<file path="src/rtl/zpc_pkg.sv">
package zpc_pkg;

  typedef enum logic [1:0] {
    ZS_OFF  = 2'd0,
    ZS_WAKE = 2'd1,
    ZS_ON   = 2'd2
  } zone_st_e;

  localparam int CSR_AW = 2;
  localparam logic [CSR_AW-1:0] CSR_IDLE = 2'd0;
  localparam logic [CSR_AW-1:0] CSR_THR  = 2'd1;
  localparam logic [CSR_AW-1:0] CSR_SNAP = 2'd2;

endpackage

</file>
<file path="src/rtl/zpc_idle_counter.sv">
module zpc_idle_counter #(
  parameter int CNT_W = 32
) (
  input  logic             clk,
  input  logic             rst_n,
  input  logic             clr,
  output logic [CNT_W-1:0] cnt
);

  localparam logic [CNT_W-1:0] SAT = {CNT_W{1'b1}};

  logic [CNT_W-1:0] cnt_q, cnt_d;
  logic             cnt_en;

  always_comb begin
    cnt_en = clr || (cnt_q != SAT);
    cnt_d  = clr ? '0 : cnt_q + 1'b1;
  end

  always_ff @(posedge clk or negedge rst_n) begin
    if (!rst_n)      cnt_q <= '0;
    else if (cnt_en) cnt_q <= cnt_d;
  end

  assign cnt = cnt_q;

  AST_CLEAR_ZERO: assert property (@(posedge clk) disable iff (!rst_n)
    clr |=> (cnt == '0));

  AST_COUNT_STEP: assert property (@(posedge clk) disable iff (!rst_n)
    (!clr && cnt != SAT) |=> (cnt == $past(cnt) + 1'b1));

  AST_NO_WRAP: assert property (@(posedge clk) disable iff (!rst_n)
    (!clr && cnt == SAT) |=> (cnt == SAT));

endmodule

</file>
<file path="src/rtl/zpc_power_fsm.sv">
module zpc_power_fsm
  import zpc_pkg::*;
#(
  parameter int CNT_W = 32
) (
  input  logic             clk,
  input  logic             rst_n,
  input  logic             zone_req,
  input  logic             pwr_good,
  input  logic [CNT_W-1:0] threshold,
  input  logic [CNT_W-1:0] idle_cnt,
  output logic             pwr_en,
  output logic             zone_rdy,
  output logic             wake,
  output logic             cnt_clr
);

  localparam logic [CNT_W-1:0] ALL_ONES = {CNT_W{1'b1}};

  zone_st_e st_q, st_d;
  logic     pwr_en_q, pwr_en_d;
  logic     idle_expired;

  always_comb begin
    idle_expired = threshold < idle_cnt;
    wake         = (st_q == ZS_OFF) && zone_req && !pwr_good;
    st_d         = st_q;
    unique case (st_q)
      ZS_OFF:  if (wake)                         st_d = ZS_WAKE;
      ZS_WAKE: if (pwr_good)                     st_d = ZS_ON;
      ZS_ON:   if (!zone_req && idle_expired)    st_d = ZS_OFF;
      default:                                   st_d = ZS_OFF;
    endcase
    pwr_en_d = (st_d != ZS_OFF);
    cnt_clr  = wake || (st_q == ZS_WAKE) || ((st_q == ZS_ON) && zone_req);
  end

  always_ff @(posedge clk or negedge rst_n) begin
    if (!rst_n) begin
      st_q     <= ZS_OFF;
      pwr_en_q <= 1'b0;
    end else begin
      st_q     <= st_d;
      pwr_en_q <= pwr_en_d;
    end
  end

  assign pwr_en   = pwr_en_q;
  assign zone_rdy = (st_q == ZS_ON);

  AST_RDY_NEEDS_GOOD: assert property (@(posedge clk) disable iff (!rst_n)
    zone_rdy |-> pwr_good);

  AST_OFF_ONLY_FROM_READY: assert property (@(posedge clk) disable iff (!rst_n)
    $fell(pwr_en) |-> $past(zone_rdy));

  AST_EXPIRED_DROPS: assert property (@(posedge clk) disable iff (!rst_n)
    (zone_rdy && !zone_req && threshold < idle_cnt) |=> !pwr_en);

  AST_FORCED_ON: assert property (@(posedge clk) disable iff (!rst_n)
    (zone_rdy && threshold == ALL_ONES) |=> pwr_en);

  AST_NO_FAST_REENABLE: assert property (@(posedge clk) disable iff (!rst_n)
    (!pwr_en && pwr_good) |=> !pwr_en);

  AST_WAKE_RAISES: assert property (@(posedge clk) disable iff (!rst_n)
    wake |=> (pwr_en && !zone_rdy));

endmodule

</file>
<file path="src/rtl/zpc_regs.sv">
module zpc_regs
  import zpc_pkg::*;
#(
  parameter int CNT_W        = 32,
  parameter int RESET_THRESH = 10000
) (
  input  logic              clk,
  input  logic              rst_n,
  input  logic              csr_priv,
  input  logic [CSR_AW-1:0] csr_addr,
  input  logic              csr_wr,
  input  logic [CNT_W-1:0]  csr_wdata,
  output logic [CNT_W-1:0]  csr_rdata,
  input  logic [CNT_W-1:0]  idle_cnt,
  input  logic              snap_load,
  output logic [CNT_W-1:0]  threshold
);

  localparam logic [CNT_W-1:0] THR_RST = CNT_W'(RESET_THRESH);

  logic [CNT_W-1:0] thr_q, thr_d, snap_q;
  logic             thr_en;

  always_comb begin
    thr_en = csr_priv && csr_wr && (csr_addr == CSR_THR);
    thr_d  = csr_wdata;
  end

  always_ff @(posedge clk or negedge rst_n) begin
    if (!rst_n)      thr_q <= THR_RST;
    else if (thr_en) thr_q <= thr_d;
  end

  always_ff @(posedge clk or negedge rst_n) begin
    if (!rst_n)         snap_q <= '0;
    else if (snap_load) snap_q <= idle_cnt;
  end

  always_comb begin
    csr_rdata = '0;
    if (csr_priv) begin
      unique case (csr_addr)
        CSR_IDLE: csr_rdata = idle_cnt;
        CSR_THR:  csr_rdata = thr_q;
        CSR_SNAP: csr_rdata = snap_q;
        default:  csr_rdata = '0;
      endcase
    end
  end

  assign threshold = thr_q;

  AST_UNPRIV_WRITE_IGNORED: assert property (@(posedge clk) disable iff (!rst_n)
    (csr_wr && !csr_priv) |=> $stable(threshold));

  AST_SNAPSHOT_CAPTURE: assert property (@(posedge clk) disable iff (!rst_n)
    snap_load |=> (csr_priv && csr_addr == CSR_SNAP) ? (csr_rdata == $past(idle_cnt)) : 1'b1);

endmodule

</file>
<file path="src/rtl/zone_idle_pwr_ctrl.sv">
module zone_idle_pwr_ctrl
  import zpc_pkg::*;
#(
  parameter int CNT_W        = 32,
  parameter int RESET_THRESH = 10000
) (
  input  logic              clk,
  input  logic              rst_n,
  input  logic              zone_req,
  output logic              zone_rdy,
  output logic              pwr_en,
  input  logic              pwr_good,
  input  logic              csr_priv,
  input  logic [CSR_AW-1:0] csr_addr,
  input  logic              csr_wr,
  input  logic [CNT_W-1:0]  csr_wdata,
  output logic [CNT_W-1:0]  csr_rdata
);

  logic [1:0]       rst_sync_q;
  logic             rst_int_n;
  logic [CNT_W-1:0] idle_cnt, threshold;
  logic             wake, cnt_clr;

  always_ff @(posedge clk or negedge rst_n) begin
    if (!rst_n) rst_sync_q <= 2'b00;
    else        rst_sync_q <= {rst_sync_q[0], 1'b1};
  end
  assign rst_int_n = rst_sync_q[1];

  zpc_idle_counter #(.CNT_W(CNT_W)) u_cnt (
    .clk   (clk),
    .rst_n (rst_int_n),
    .clr   (cnt_clr),
    .cnt   (idle_cnt)
  );

  zpc_power_fsm #(.CNT_W(CNT_W)) u_fsm (
    .clk       (clk),
    .rst_n     (rst_int_n),
    .zone_req  (zone_req),
    .pwr_good  (pwr_good),
    .threshold (threshold),
    .idle_cnt  (idle_cnt),
    .pwr_en    (pwr_en),
    .zone_rdy  (zone_rdy),
    .wake      (wake),
    .cnt_clr   (cnt_clr)
  );

  zpc_regs #(.CNT_W(CNT_W), .RESET_THRESH(RESET_THRESH)) u_regs (
    .clk       (clk),
    .rst_n     (rst_int_n),
    .csr_priv  (csr_priv),
    .csr_addr  (csr_addr),
    .csr_wr    (csr_wr),
    .csr_wdata (csr_wdata),
    .csr_rdata (csr_rdata),
    .idle_cnt  (idle_cnt),
    .snap_load (wake),
    .threshold (threshold)
  );

  AST_RESET_STATE: assert property (@(posedge clk) disable iff (!rst_n)
    (!rst_int_n) |-> (!pwr_en && !zone_rdy));

endmodule

</file>
<file path="config.mk">
export PLATFORM = sky130hd
export DESIGN_NAME = zone_idle_pwr_ctrl
export DESIGN_NICKNAME = d
export VERILOG_FILES = /design/src/rtl/zpc_pkg.sv /design/src/rtl/zpc_idle_counter.sv /design/src/rtl/zpc_power_fsm.sv /design/src/rtl/zpc_regs.sv /design/src/rtl/zone_idle_pwr_ctrl.sv
export SDC_FILE = /design/constraint.sdc
export NUM_CORES = 1
export LEC_CHECK = 0
export ABC_AREA = 1
export BUFFER_PORTS_ARGS = -buffer_cell sky130_fd_sc_hd__buf_2
export CAP_MARGIN = 20
export CORE_ASPECT_RATIO = 0.5
export CORE_MARGIN = 8
export CORE_UTILIZATION = 36
export CTS_CLUSTER_SIZE = 10
export DETAILED_ROUTE_END_ITERATION = 8
export PLACE_DENSITY_LB_ADDON = 0.1
export SETUP_SLACK_MARGIN = 0.1
export SYNTH_ARGS = -nofsm -noshare
export SYNTH_HDL_FRONTEND = slang
export SYNTH_HIERARCHICAL = 1
export SYNTH_SLANG_ARGS = --single-unit
</file>
<file path="constraint.sdc">
create_clock -name clk -period 9.2 [get_ports clk]
set_clock_uncertainty 0.1 [all_clocks]
set_input_delay 0 -clock clk [delete_from_list [all_inputs] [get_ports clk]]
set_output_delay 0 -clock clk [all_outputs]
set_load 0.01 [all_outputs]
</file>
==> flow_metrics.py <==
metrics = {
    "outcome": {
        "status": "complete, no violations",
    },
    "placed_design": {
        "port_buffers": 73,
        "gp_congestion": 0.909,
        "dp_hpwl_um": 13500,
    },
    "floorplanning": {
        "placementRows": 35,
        "core_area_um2": 18300,
        "die_h_um": 112,
        "initial_core_util": 0.365,
        "die_area_um2": 23400,
        "die_w_um": 209,
        "num_io_pins": 74,
    },
    "clocking": {
        "cts_tree": "built",
        "cts_made_buffers": 9,
        "clk_latency_ps": 350,
        "cts_htree_levels": 3,
        "cts_resized": 0,
        "clkTransAtPathRegs_ps": 80,
        "cts-root-buf": "clkbuf_16",
        "cts_sinks": 101,
        "clk_path_buf_depth": 2,
    },
    "synth": {
        "synth_fa_ha_area_frac": 0.0600,
        "avgSynthCellArea_um2": 7.53,
        "ys_seq_area_frac": 0.380,
        "synthSimpleGateAreaFrac": 0.323,
        "synth_compound_area_frac": 0.0656,
        "synth.area.mux_share": 0.0540,
        "synth_area_um2": 6670,
        "synth_xor_area_frac": 0.00262,
        "ys_warn_count": 6,
        "synth_fp_nets": 958,
        "ys_ff_latch": 101,
        "synth_top_family_by_area": "simple AND/OR/NAND/NOR gates",
        "syn_inst": 886,
        "synth_cell_types": 38,
    },
    "route": {
        "drt_first_pass_iters": 5,
        "met1_length_um": 9640,
        "drt-total-wl_um": 19000,
        "top_layer": "met4",
        "dr_total_vias": 5857,
        "wl_met3_um": 1050,
        "dr_wl_met2_um": 8210,
        "routed_via_density": 4.80,
        "drt-initial-drc-count": 282,
        "detail-route-antenna-nets": 0,
        "drc_errors": 0,
        "wl_per_cell_um": 15.6,
    },
    "sta": {
        "setup_viol": 0,
        "final-hold-violation-count": 0,
        "relSlewSlack": 0.395,
        "fmax_mhz": 380,
        "min_period_ps": 2630,
        "worstMarginPinSlew_ps": 907,
        "fin_crit_sh": 0.286,
        "rsz0062_at_grt": "no",
        "setup-tns-final_ps": 0,
        "drv_slew": 0,
    },
    "critical_path": {
        "cp-start-kind": "register",
        "cp-startpoint": "u_fsm/st_q[1]",
        "critical_path.endpoint_type": "register",
        "crit_chain": "nor2_1 -> inv_1 -> nor3_2 -> buf_4 -> a211o_1 -> inv_1 -> buf_16 -> nand3_4 -> o21ai_0",
        "crit_path_max_incr_delay_ps": 410,
        "r2r_start": "u_fsm/st_q[1]",
        "crit_required_ps": 9370,
        "cp_max_fo": 33,
        "crit_slowest_cell": "inv_1",
        "critPathKind": "register to register",
        "cp.arrival_ps": 2800,
        "cp_common_cell": "inv_1",
    },
    "power_and_ir_drop": {
        "power_density_nw_per_um2": 158,
        "leakagePower_uw": 0.00416,
        "ir_worst_vdd_uv": 80.2,
    },
    "flow_run": {
        "max_cap_viol_count": 0,
    },
    "grt": {
        "grt_util_all_layers": 0.164,
        "grt_pass1_vias": 5773,
        "grt_pass1_wl_um": 31100,
        "grt_antenna_before_repair": 0,
        "grt_overflow": 0,
        "grt_max_degree": 79,
    },
    "layout": {
        "final_util": 0.429,
        "syn_to_final_growth_pct": 17.3,
        "antenna_cells": 0,
        "drive_gt1_frac": 0.171,
        "fin_nets": 1046,
    },
    "hold_path": {
        "hold_path_class": "input pin to register",
        "min-delay-start": "csr_wr",
    },
}
-- report_power, final --
group          internal [uW]  total, uW  leakage [uW]  switching [uW]
sequential               493        541       0.00134            48.9
clock                    191        382      0.000144             191
combinational            128        312       0.00268             184
total                    812       1240       0.00416             423
-- per-layer routing --
metal / global-route usage / up-vias
li1: - / 2970
met1: 0.228 / 2751
met2: 0.261 / 128
met3: 0.0409 / 8
met4: 0.0238 / 0
met5: 0 / -
-- cell usage in the layout (no fill, tap or decap), types with 2 or more instances in the layout --
| cell | count |
|---|---|
| inv_8 | 2 |
| inv_6 | 3 |
| nor2_4 | 5 |
| clkinv_4 | 3 |
| dlygate4sd3_1 | 36 |
| nor3_1 | 2 |
| o21ai_2 | 32 |
| clkbuf_16 | 9 |
| buf_4 | 3 |
| buf_16 | 2 |
| nand2_1 | 256 |
| nand3_1 | 143 |
| dfrtp_1 | 95 |
| ha_1 | 32 |
| o21ai_0 | 5 |
| nand2_4 | 2 |
| mux2_2 | 2 |
| o21ai_1 | 3 |
| inv_2 | 3 |
| mux2_1 | 30 |
| buf_2 | 73 |
| nor3_2 | 2 |
| a21oi_2 | 2 |
| dfstp_2 | 5 |
| a21oi_1 | 13 |
| or2_2 | 11 |
| nor2_1 | 58 |
| inv_1 | 132 |
-- cell usage after synthesis, drive strengths merged --
library cell  instances  area [um2]
a211o                 1        8.76
a21oi                15        82.6
buf                  37         248
conb                  1        3.75
dfrtp                96        2400
dfstp                 5         131
ha                   32         400
inv                 136         516
mux2                 32         360
nand2               259         990
nand3               144         733
nand4                 2        27.5
nor2                 65         300
nor3                  4        25.0
nor3b                 1        12.5
o21a                  1        7.51
o21ai                40         320
o21bai                1        11.3
o31ai                 1        7.51
or2                  11        68.8
xnor2                 1        8.76
xor2                  1        8.76
-- cell families (layout without fill, tap and decap cells) --
| logic type | count (synthesis) | after routing |
|---|---|---|
| compound gates | 59 | 59 |
| xor+xnor | 2 | 2 |
| fa+ha+maj | 32 | 32 |
| buf+inv | 173 | 266 |
| flops | 101 | 101 |
| mux | 32 | 32 |
| other cells | 1 | 1 |
| simple gates | 486 | 486 |
-- cell type report --
class,instances,area [um2]
clock buffers,9,225
clock inverters,7,66.3
fillers,1893,10400
inverters,136,515
multi-input cells,612,3380
flip-flops and latches,101,2540
well taps,240,300
repair buffers,114,803
-- worst max-delay path, delay by kind of cell (launching register included) --
family,cells,cell delay [ps]
flip-flops,1,370
AO/OA/AOI/OAI,2,630
buffers and inverters,4,990
AND/OR/NAND/NOR,3,430
-- path summary, 6_finish.rpt --
kind | endpoint | slack (ps) | depth (start not counted)
setup / recovery | u_cnt/cnt[1] | 6570 | 9
hold / removal | u_regs/threshold[9] | 60 | 3
setup reg to reg | u_cnt/cnt[1] | 6570 | 9
hold reg to reg | u_regs/snap_q[0] | 110 | 0
max in group asynchronous | u_regs/threshold[13] | 7880 | 2
min in group asynchronous | u_regs/snap_q[0] | 110 | 0
-- sequential cells by signal (all words and copies together), names as in the netlist --
name,cells
u_regs/threshold,32
u_fsm/st_q,2
u_cnt/cnt,32
u_regs/snap_q,32
rst_sync_q,2
u_fsm/pwr_en,1
-- timing repair --
action / 4_1_cts / 5_1_grt
endpoints found under the hold margin: 40 / 0
hold buffers: 36 / 0
buffers inserted: 0 / 0
-- through the flow --
stage	setup WS (ps)	std cells	hold WS [ps]	cell area, um2	total power, uW
finish	6570	1219	61.6	7830	1240
global route	6280	1219	87.5	7830	1320
CTS	6200	1217	44.0	7770	1240
detailed placement	6210	1165	-308	7120	839
global placement	6290	1165	-305	7120	832
floorplan	6090	886	-396	6670	753
(Power assumes the default switching activity.)
